==> config.mk <==
export PLATFORM = sky130hd
export DESIGN_NAME = iso_in_dbuf_ctrl
export DESIGN_NICKNAME = d
export VERILOG_FILES = /design/src/rtl/iso_in_pkg.sv /design/src/rtl/iso_pkt_counter.sv /design/src/rtl/iso_ep_state.sv /design/src/rtl/iso_in_dbuf_ctrl.sv
export SDC_FILE = /design/constraint.sdc
export NUM_CORES = 1
export LEC_CHECK = 0
export ABC_AREA = 1
export BUFFER_PORTS_ARGS = -buffer_cell sky130_fd_sc_hd__buf_2
export CAP_MARGIN = 20
export CORE_ASPECT_RATIO = 1.4
export CORE_UTILIZATION = 56
export DETAILED_ROUTE_END_ITERATION = 12
export PLACE_DENSITY = 0.78
export SLEW_MARGIN = 25
export SYNTH_ARGS = -nofsm -noshare
export SYNTH_HDL_FRONTEND = slang
export SYNTH_SLANG_ARGS = --single-unit
==> constraint.sdc <==
create_clock -name clk -period 2.8 [get_ports clk]
set_input_delay 0.56 -clock clk [delete_from_list [all_inputs] [get_ports clk]]
set_output_delay 0.56 -clock clk [all_outputs]
set_load 0.01 [all_outputs]
==> src/rtl/iso_in_pkg.sv <==
package iso_in_pkg;
  typedef logic [1:0] pkt_cnt_t;
  localparam pkt_cnt_t CNT_EMPTY = 2'd0;
  localparam pkt_cnt_t CNT_FULL  = 2'd2;
endpackage

==> src/rtl/iso_pkt_counter.sv <==
module iso_pkt_counter #(
  parameter int MAXP_W = 11
) (
  input  logic              clk,
  input  logic              rst,
  input  logic              autoset,
  input  logic              byte_wr,
  input  logic [MAXP_W-1:0] maxp,
  output logic              pkt_done
);
  logic [MAXP_W-1:0] cnt_q;
  logic [MAXP_W:0]   cnt_inc;
  logic              at_limit;

  assign cnt_inc  = {1'b0, cnt_q} + 1'b1;
  assign at_limit = cnt_inc >= {1'b0, maxp};
  assign pkt_done = autoset && byte_wr && at_limit;

  always_ff @(posedge clk) begin
    if (rst || !autoset) begin
      cnt_q <= '0;
    end else if (byte_wr) begin
      if (at_limit) cnt_q <= '0;
      else          cnt_q <= cnt_inc[MAXP_W-1:0];
    end
  end
endmodule

==> src/rtl/iso_ep_state.sv <==
module iso_ep_state
  import iso_in_pkg::*;
(
  input  logic     clk,
  input  logic     rst,
  input  logic     deferred,
  input  logic     flush_en,
  input  logic     sof,
  input  logic     load,
  input  logic     ack,
  output pkt_cnt_t occ,
  output logic     ready,
  output logic     rd_slot
);
  pkt_cnt_t occ_q, rel_q;
  pkt_cnt_t occ_d, rel_d;
  logic     ready_q, slot_q;
  logic     do_flush, do_ack, do_load;

  always_comb begin
    occ_d    = occ_q;
    rel_d    = rel_q;
    do_flush = sof && flush_en && (occ_q == CNT_FULL);
    if (do_flush) begin
      occ_d = occ_d - 2'd1;
      if (rel_d != CNT_EMPTY) rel_d = rel_d - 2'd1;
    end
    do_ack = ack && (rel_d != CNT_EMPTY);
    if (do_ack) begin
      occ_d = occ_d - 2'd1;
      rel_d = rel_d - 2'd1;
    end
    if (sof && deferred) rel_d = occ_d;
    do_load = load && (occ_d != CNT_FULL);
    if (do_load) begin
      occ_d = occ_d + 2'd1;
      if (!deferred) rel_d = rel_d + 2'd1;
    end
  end

  always_ff @(posedge clk) begin
    if (rst) begin
      occ_q   <= CNT_EMPTY;
      rel_q   <= CNT_EMPTY;
      ready_q <= 1'b0;
      slot_q  <= 1'b0;
    end else begin
      occ_q   <= occ_d;
      rel_q   <= rel_d;
      ready_q <= (rel_d != CNT_EMPTY);
      slot_q  <= slot_q ^ do_flush ^ do_ack;
    end
  end

  assign occ     = occ_q;
  assign ready   = ready_q;
  assign rd_slot = slot_q;
endmodule

==> src/rtl/iso_in_dbuf_ctrl.sv <==
module iso_in_dbuf_ctrl #(
  parameter int NUM_EP = 4,
  parameter int MAXP_W = 11
) (
  input  logic                     clk,
  input  logic                     rst,
  input  logic                     cfg_defer,
  input  logic                     cfg_autoflush,
  input  logic [NUM_EP-1:0]        ep_iso,
  input  logic [NUM_EP-1:0]        ep_autoset,
  input  logic [NUM_EP*MAXP_W-1:0] ep_maxp,
  input  logic [NUM_EP-1:0]        cpu_rdy_wr,
  input  logic [NUM_EP-1:0]        fifo_wr,
  input  logic [NUM_EP-1:0]        tx_done,
  input  logic                     sof_host,
  input  logic                     sof_art,
  output logic [NUM_EP-1:0]        tx_ready,
  output logic [2*NUM_EP-1:0]      buf_sts,
  output logic [NUM_EP-1:0]        rd_slot
);
  localparam int STS_W = 2;
  logic sof_any;
  assign sof_any = sof_host | sof_art;

  for (genvar e = 0; e < NUM_EP; e++) begin : g_ep
    logic auto_pkt, ep_defer, ep_flush;
    iso_in_pkg::pkt_cnt_t cnt;

    assign ep_defer = cfg_defer && ep_iso[e];
    assign ep_flush = ep_defer && cfg_autoflush;

    iso_pkt_counter #(.MAXP_W(MAXP_W)) u_cnt (
      .clk      (clk),
      .rst      (rst),
      .autoset  (ep_autoset[e]),
      .byte_wr  (fifo_wr[e]),
      .maxp     (ep_maxp[e*MAXP_W +: MAXP_W]),
      .pkt_done (auto_pkt)
    );

    iso_ep_state u_st (
      .clk      (clk),
      .rst      (rst),
      .deferred (ep_defer),
      .flush_en (ep_flush),
      .sof      (sof_any),
      .load     (cpu_rdy_wr[e] | auto_pkt),
      .ack      (tx_done[e]),
      .occ      (cnt),
      .ready    (tx_ready[e]),
      .rd_slot  (rd_slot[e])
    );

    assign buf_sts[e*STS_W +: STS_W] = cnt;
  end
endmodule

[Yosys cells after proc, flatten, opt, wreduce, memory -nomap -nowiden]
Index checks and enable logic that the tools add are counted.
Storage, ports and cells
  flip-flop bits (word level): 68
  bits of input ports: 70
Cells by class
  add/sub/neg operators: 28
  order comparisons: 4
  eq/ne operators: 8
  muxes and demuxes: 40
  bitwise gates (word level): 13
  reductions and logical operators: 56
Operators with widths (number)
  2-bit 2-to-1 mux: 36
  11-bit by 1-bit adder with 12-bit output (second input constant): 4
  12-bit by 11-bit greater-or-equal comparator with 1-bit output: 4
  11-bit 2-to-1 mux: 4
  1-bit logical AND: 36
  2-bit by 1-bit subtractor with 2-bit output (second input constant): 16
  2-bit nonzero test: 12
  2-bit by 1-bit adder with 2-bit output (second input constant): 8
  2-bit == test (second input constant): 4
  2-bit != test (second input constant): 4
  1-bit bitwise XOR: 8
  1-bit OR: 5
  1-bit logical NOT: 4
  1-bit logical OR: 4

[Logic depth before layout (Yosys ltp)]
  depth in word-level cells: 13
  gate-level depth with buffers: 25
  mapped depth without buffers: 25

[Modules after synthesis]
A second synthesis with hierarchy kept.
Second synthesis, totals
  cell total of the unflattened synthesis: 938
  area total of the unflattened synthesis: 6261.0 um2
Modules (own cells, without submodules)
  iso_pkt_counter: instances 4, cells an instance 153, area each 1033.5 um2
  iso_ep_state: instances 4, cells an instance 77, area each 511.7 um2
  iso_in_dbuf_ctrl: instances 1, cells an instance 18, area each 80.1 um2

[Worst setup path before layout]
No wires, ideal clock.
  path type: input port to flip-flop
  start: in cfg_defer
  end: reg g_ep[2].u_st.ready_q
  setup time: 0.114 ns
  data arrival time: 2.377 ns
  data required time: 2.686 ns
  slack: 0.309 ns
  stages: 15
  buffers on the path: 0
  path through: nand2_1 -> nor2_4 -> nand2_2 -> o21ai_0 -> ha_1 -> inv_1 -> nand2_1 -> xor2_1 -> xor2_1 -> ha_1 -> inv_1 -> nand2_1 -> o21ai_1 -> nand2_1 -> nand2_1
Between the ends
  word-level cells in the longest chain between the ends: 13
  elaborated cells on any way between the ends: 20
  classes of those cells: add/sub (3); eq/ne (1); mux (7); reduce/logical (9)
Ends and longest elaborated chain
  from (decl): RTL line iso_in_dbuf_ctrl.sv:7  | input logic cfg_defer,
  1-bit logical AND (*): RTL line iso_in_dbuf_ctrl.sv:29  | assign ep_defer = cfg_defer && ep_iso[e];
  parallel branches: the longest is 10 deep, another holds 2-bit by 1-bit subtractor with 2-bit output
  2-bit 2-to-1 mux (*): RTL line iso_ep_state.sv:35  | if (do_load) begin
  2-bit nonzero test (*): RTL line iso_ep_state.sv:50  | ready_q <= (rel_d != CNT_EMPTY);
  to (signal assigned): RTL line iso_ep_state.sv:50
  to (decl): RTL line iso_ep_state.sv:17  | logic ready_q, slot_q;
Every way passes the cells marked *.
A chain may end at the register's enable or synchronous reset.

[Final worst setup path]
  start: reg g_ep[2].u_cnt.cnt_q[1]
  end: reg g_ep[2].u_cnt.cnt_q[0]
Between the ends
  word-level cells in the longest chain between the ends: 3
Ends and longest elaborated chain
  from (decl): RTL line iso_pkt_counter.sv:11  | logic [MAXP_W-1:0] cnt_q;
  from (signal assigned): RTL line iso_pkt_counter.sv:24  | else cnt_q <= cnt_inc[MAXP_W-1:0];
  11-bit by 1-bit adder with 12-bit output: RTL line iso_pkt_counter.sv:15  | assign cnt_inc = {1'b0, cnt_q} + 1'b1;
  12-bit by 11-bit greater-or-equal comparator with 1-bit output: RTL line iso_pkt_counter.sv:16  | assign at_limit = cnt_inc >= {1'b0, maxp};
  11-bit 2-to-1 mux: RTL line iso_pkt_counter.sv:23  | if (at_limit) cnt_q <= '0;
Every way passes these cells.

==> impl_metrics.json <==
{
  "status": "complete, no violations",
  "syn_area_per_cell_um2": 6.36,
  "drive_gt1_frac": 0.213,
  "critical-path-top-delay-family": "simple AND/OR/NAND/NOR gates",
  "grt_pass1_wl_mm": 19.9,
  "clock_insertion_delay_worst_skew_ps": 330,
  "synth_most_common_cell": "nand2_1",
  "ir_worst_vdd_uv": 420,
  "synthesis.nets": 997,
  "fin_crit_sh": 0.939,
  "grt_pass1_vias": 4890,
  "hold_viol": 0,
  "stdcell_area_um2": 6660,
  "core_area_um2": 9510,
  "clkTransAtPathRegs_ps": 50,
  "dp_hpwl_mm": 9.30,
  "power_mw": 3.94,
  "synth-async-reset-ratio": 0,
  "wire_per_inst_um": 11.1,
  "grt_usage": 0.241,
  "critPathMaxStageDelay_ps": 360,
  "maxCapViolCount": 0,
  "critical_path_buf_inv_count": 3,
  "rows": 42,
  "clock_skew_ps": 6.44,
  "vias_per_cell": 4.92,
  "drtPass1Iterations": 4,
  "vias": 5422,
  "ios": 86,
  "grt_max_degree": 12,
  "yosys_most_used_dff": "dfxtp_1",
  "cts_tree": "yes",
  "required_ps": 3030,
  "die_area_um2": 10300,
  "crit_arrival_ps": 2860,
  "final_antenna_net_count": 0,
  "holdWs_ps": 446,
  "synth_common_cells": "nand2_1, inv_1, a21oi_1, dfxtp_1, ha_1",
  "crit_path_top_delay_cell": "dfxtp_2",
  "power_density_nw_per_um2": 592,
  "synth-seq-cells": 68,
  "critPathMaxFanout": 11,
  "die_y_um": 119,
  "synthDistinctLibCells": 32,
  "path_class": "flop to flop",
  "cts_buffer_depth": 2,
  "fp.dieW_um": 85.9,
  "crit_path_frequent_cell": "nor2_1",
  "synth_edf_count": 0,
  "drtIter0Drc": 199,
  "gp_congestion": 0.859,
  "yosys.area.top_type": "dfxtp_1",
  "htreeDepth": 3,
  "port_buffers": 85,
  "cts_root_buf": "clkbuf_16",
  "syn_area_um2": 5520,
  "maxSlewViolCount": 0,
  "pre_cts_slack_ps": -13.5,
  "fin_ws_ps": 171,
  "worstMarginPinSlew_ps": 419,
  "placed_area_um2": 6160,
  "final_nets": 1098,
  "synth_area_leaders": "dfxtp_1, nand2_1, ha_1",
  "final_util": 0.700,
  "antenna_found_initial": 1,
  "syn_inst": 867,
  "drc": 0,
  "cp-start-kind": "flop",
  "setup_viol": 0,
  "start_util": 0.580,
  "synth.top_cell.area_share": 0.247,
  "grt_overflow": 0,
  "min_path_type": "primary input to flop",
  "syn_to_final_growth_pct": 20.7,
  "drt_wl_total_mm": 12.2,
  "yosysSeqAreaShare": 0.247,
  "postCtsHoldBufs": 0,
  "fin_cells": 1103,
  "placedCellCount": 1086,
  "cts_inserted_buffers": 9,
  "relSlewSlack": 0.720,
  "rsz0062_at_grt": "yes",
  "leakagePower_nw": 3.64,
  "crit_path_cell_trace": "ha_4 > nand2_2 > nor2_4 > inv_2 > nor2_4 > a21oi_1 > or2_2 > inv_2 > ha_1 > nand2_2 > nor2_1 > nand2_1 > nand3_1 > nor2_1 > nand3_1 > nor2_1 > buf_4 > nor2_1 > a211oi_1",
  "finalCriticalPeriod_ps": 2630,
  "yosysWarnings": 0,
  "clock_sinks": 68,
  "worstSetupEndpointType": "flop",
  "n_antenna_cell": 0,
  "max_freq_mhz": 380,
  "tns_ps": 0
}
worst reg2reg max path, cell delays in order, from the launching register on:
cell and delay (ps):
dfxtp_2 360, ha_4 140, nand2_2 70, nor2_4 130, inv_2 70, nor2_4 110
a21oi_1 60, or2_2 280, inv_2 60, ha_1 230, nand2_2 90, nor2_1 40
nand2_1 70, nand3_1 80, nor2_1 110, nand3_1 120, nor2_1 110, buf_4 190
nor2_1 50, a211oi_1 160
per-layer routing:
metal,global-route usage,up-vias,routed length [um]
met3,0.0360,27,364
met1,0.257,2399,5030
li1,-,2906,-
met5,0,-,13
met4,0.102,2,320
met2,0.457,88,6480
where the power goes:
| part | switching [mW] | leakage (nW) | internal [mW] |
|---|---|---|---|
| logic | 0.990 | 2.94 | 0.622 |
| clock network | 0.387 | 0.145 | 0.726 |
| registers | 0.0957 | 0.559 | 1.12 |
| total | 1.47 | 3.64 | 2.47 |
cell families after synthesis:
| family | Yosys count | synth area share |
|---|---|---|
| simple gates | 412 | 0.323 |
| buf+inv | 183 | 0.132 |
| compound gates | 111 | 0.107 |
| flops | 68 | 0.247 |
| fa+ha+maj | 60 | 0.136 |
| xor+xnor | 33 | 0.0551 |
area by class of cell:
| class | instances | area [um2] |
|---|---|---|
| Fill cell | 855 | 2850 |
| Tap cell | 132 | 165 |
| Clock buffer | 12 | 256 |
| Clock inverter | 2 | 35.0 |
| Multi-Input combinational cell | 616 | 3590 |
| Timing Repair Buffer | 112 | 629 |
| Inverter | 161 | 604 |
| Sequential cell | 68 | 1370 |
placed cells by master (no fill, tap or decap), types with 4 or more instances in the layout:
cell type	n
nor2_4	10
clkbuf_16	9
and3_1	4
nand2_1	254
a21oi_1	77
nand3_1	39
nor2_1	44
o21ai_0	13
o21ai_1	8
nor3_1	8
nand3_2	6
buf_4	25
ha_1	56
inv_1	153
buf_2	86
o21ai_2	6
dfxtp_2	9
inv_2	6
nand2_4	4
nand2_2	14
nor2_2	8
xnor2_1	9
nand4_1	14
xor2_1	19
dfxtp_1	59
sequential cells by signal (all words and copies together) (netlist names):
name and count:
g_ep.u_st.occ 8, g_ep.u_st.rd_slot 4, g_ep.u_st.ready 4, g_ep.u_cnt.cnt_q 44, g_ep.u_st.rel_q 8
worst paths after layout:
| kind | startpoint | to | slack, ps | cells after the start |
|---|---|---|---|---|
| worst min register to register | g_ep[1].u_cnt.cnt_q[1] | g_ep[1].u_cnt.cnt_q[1] | 480 | 2 |
| worst max register to register | g_ep[2].u_cnt.cnt_q[1] | g_ep[2].u_cnt.cnt_q[0] | 170 | 19 |
| worst min-delay path | fifo_wr[3] | g_ep[3].u_cnt.cnt_q[0] | 450 | 2 |
| worst max-delay path | g_ep[2].u_cnt.cnt_q[1] | g_ep[2].u_cnt.cnt_q[0] | 170 | 19 |
what timing repair did:
item,4_1_cts,5_1_grt
cloned,0,1
setup endpoints to repair,1,54
pin swaps,0,15
buffers inserted,0,2
gates resized for setup,1,56
Power figures use the tool's default switching activity.
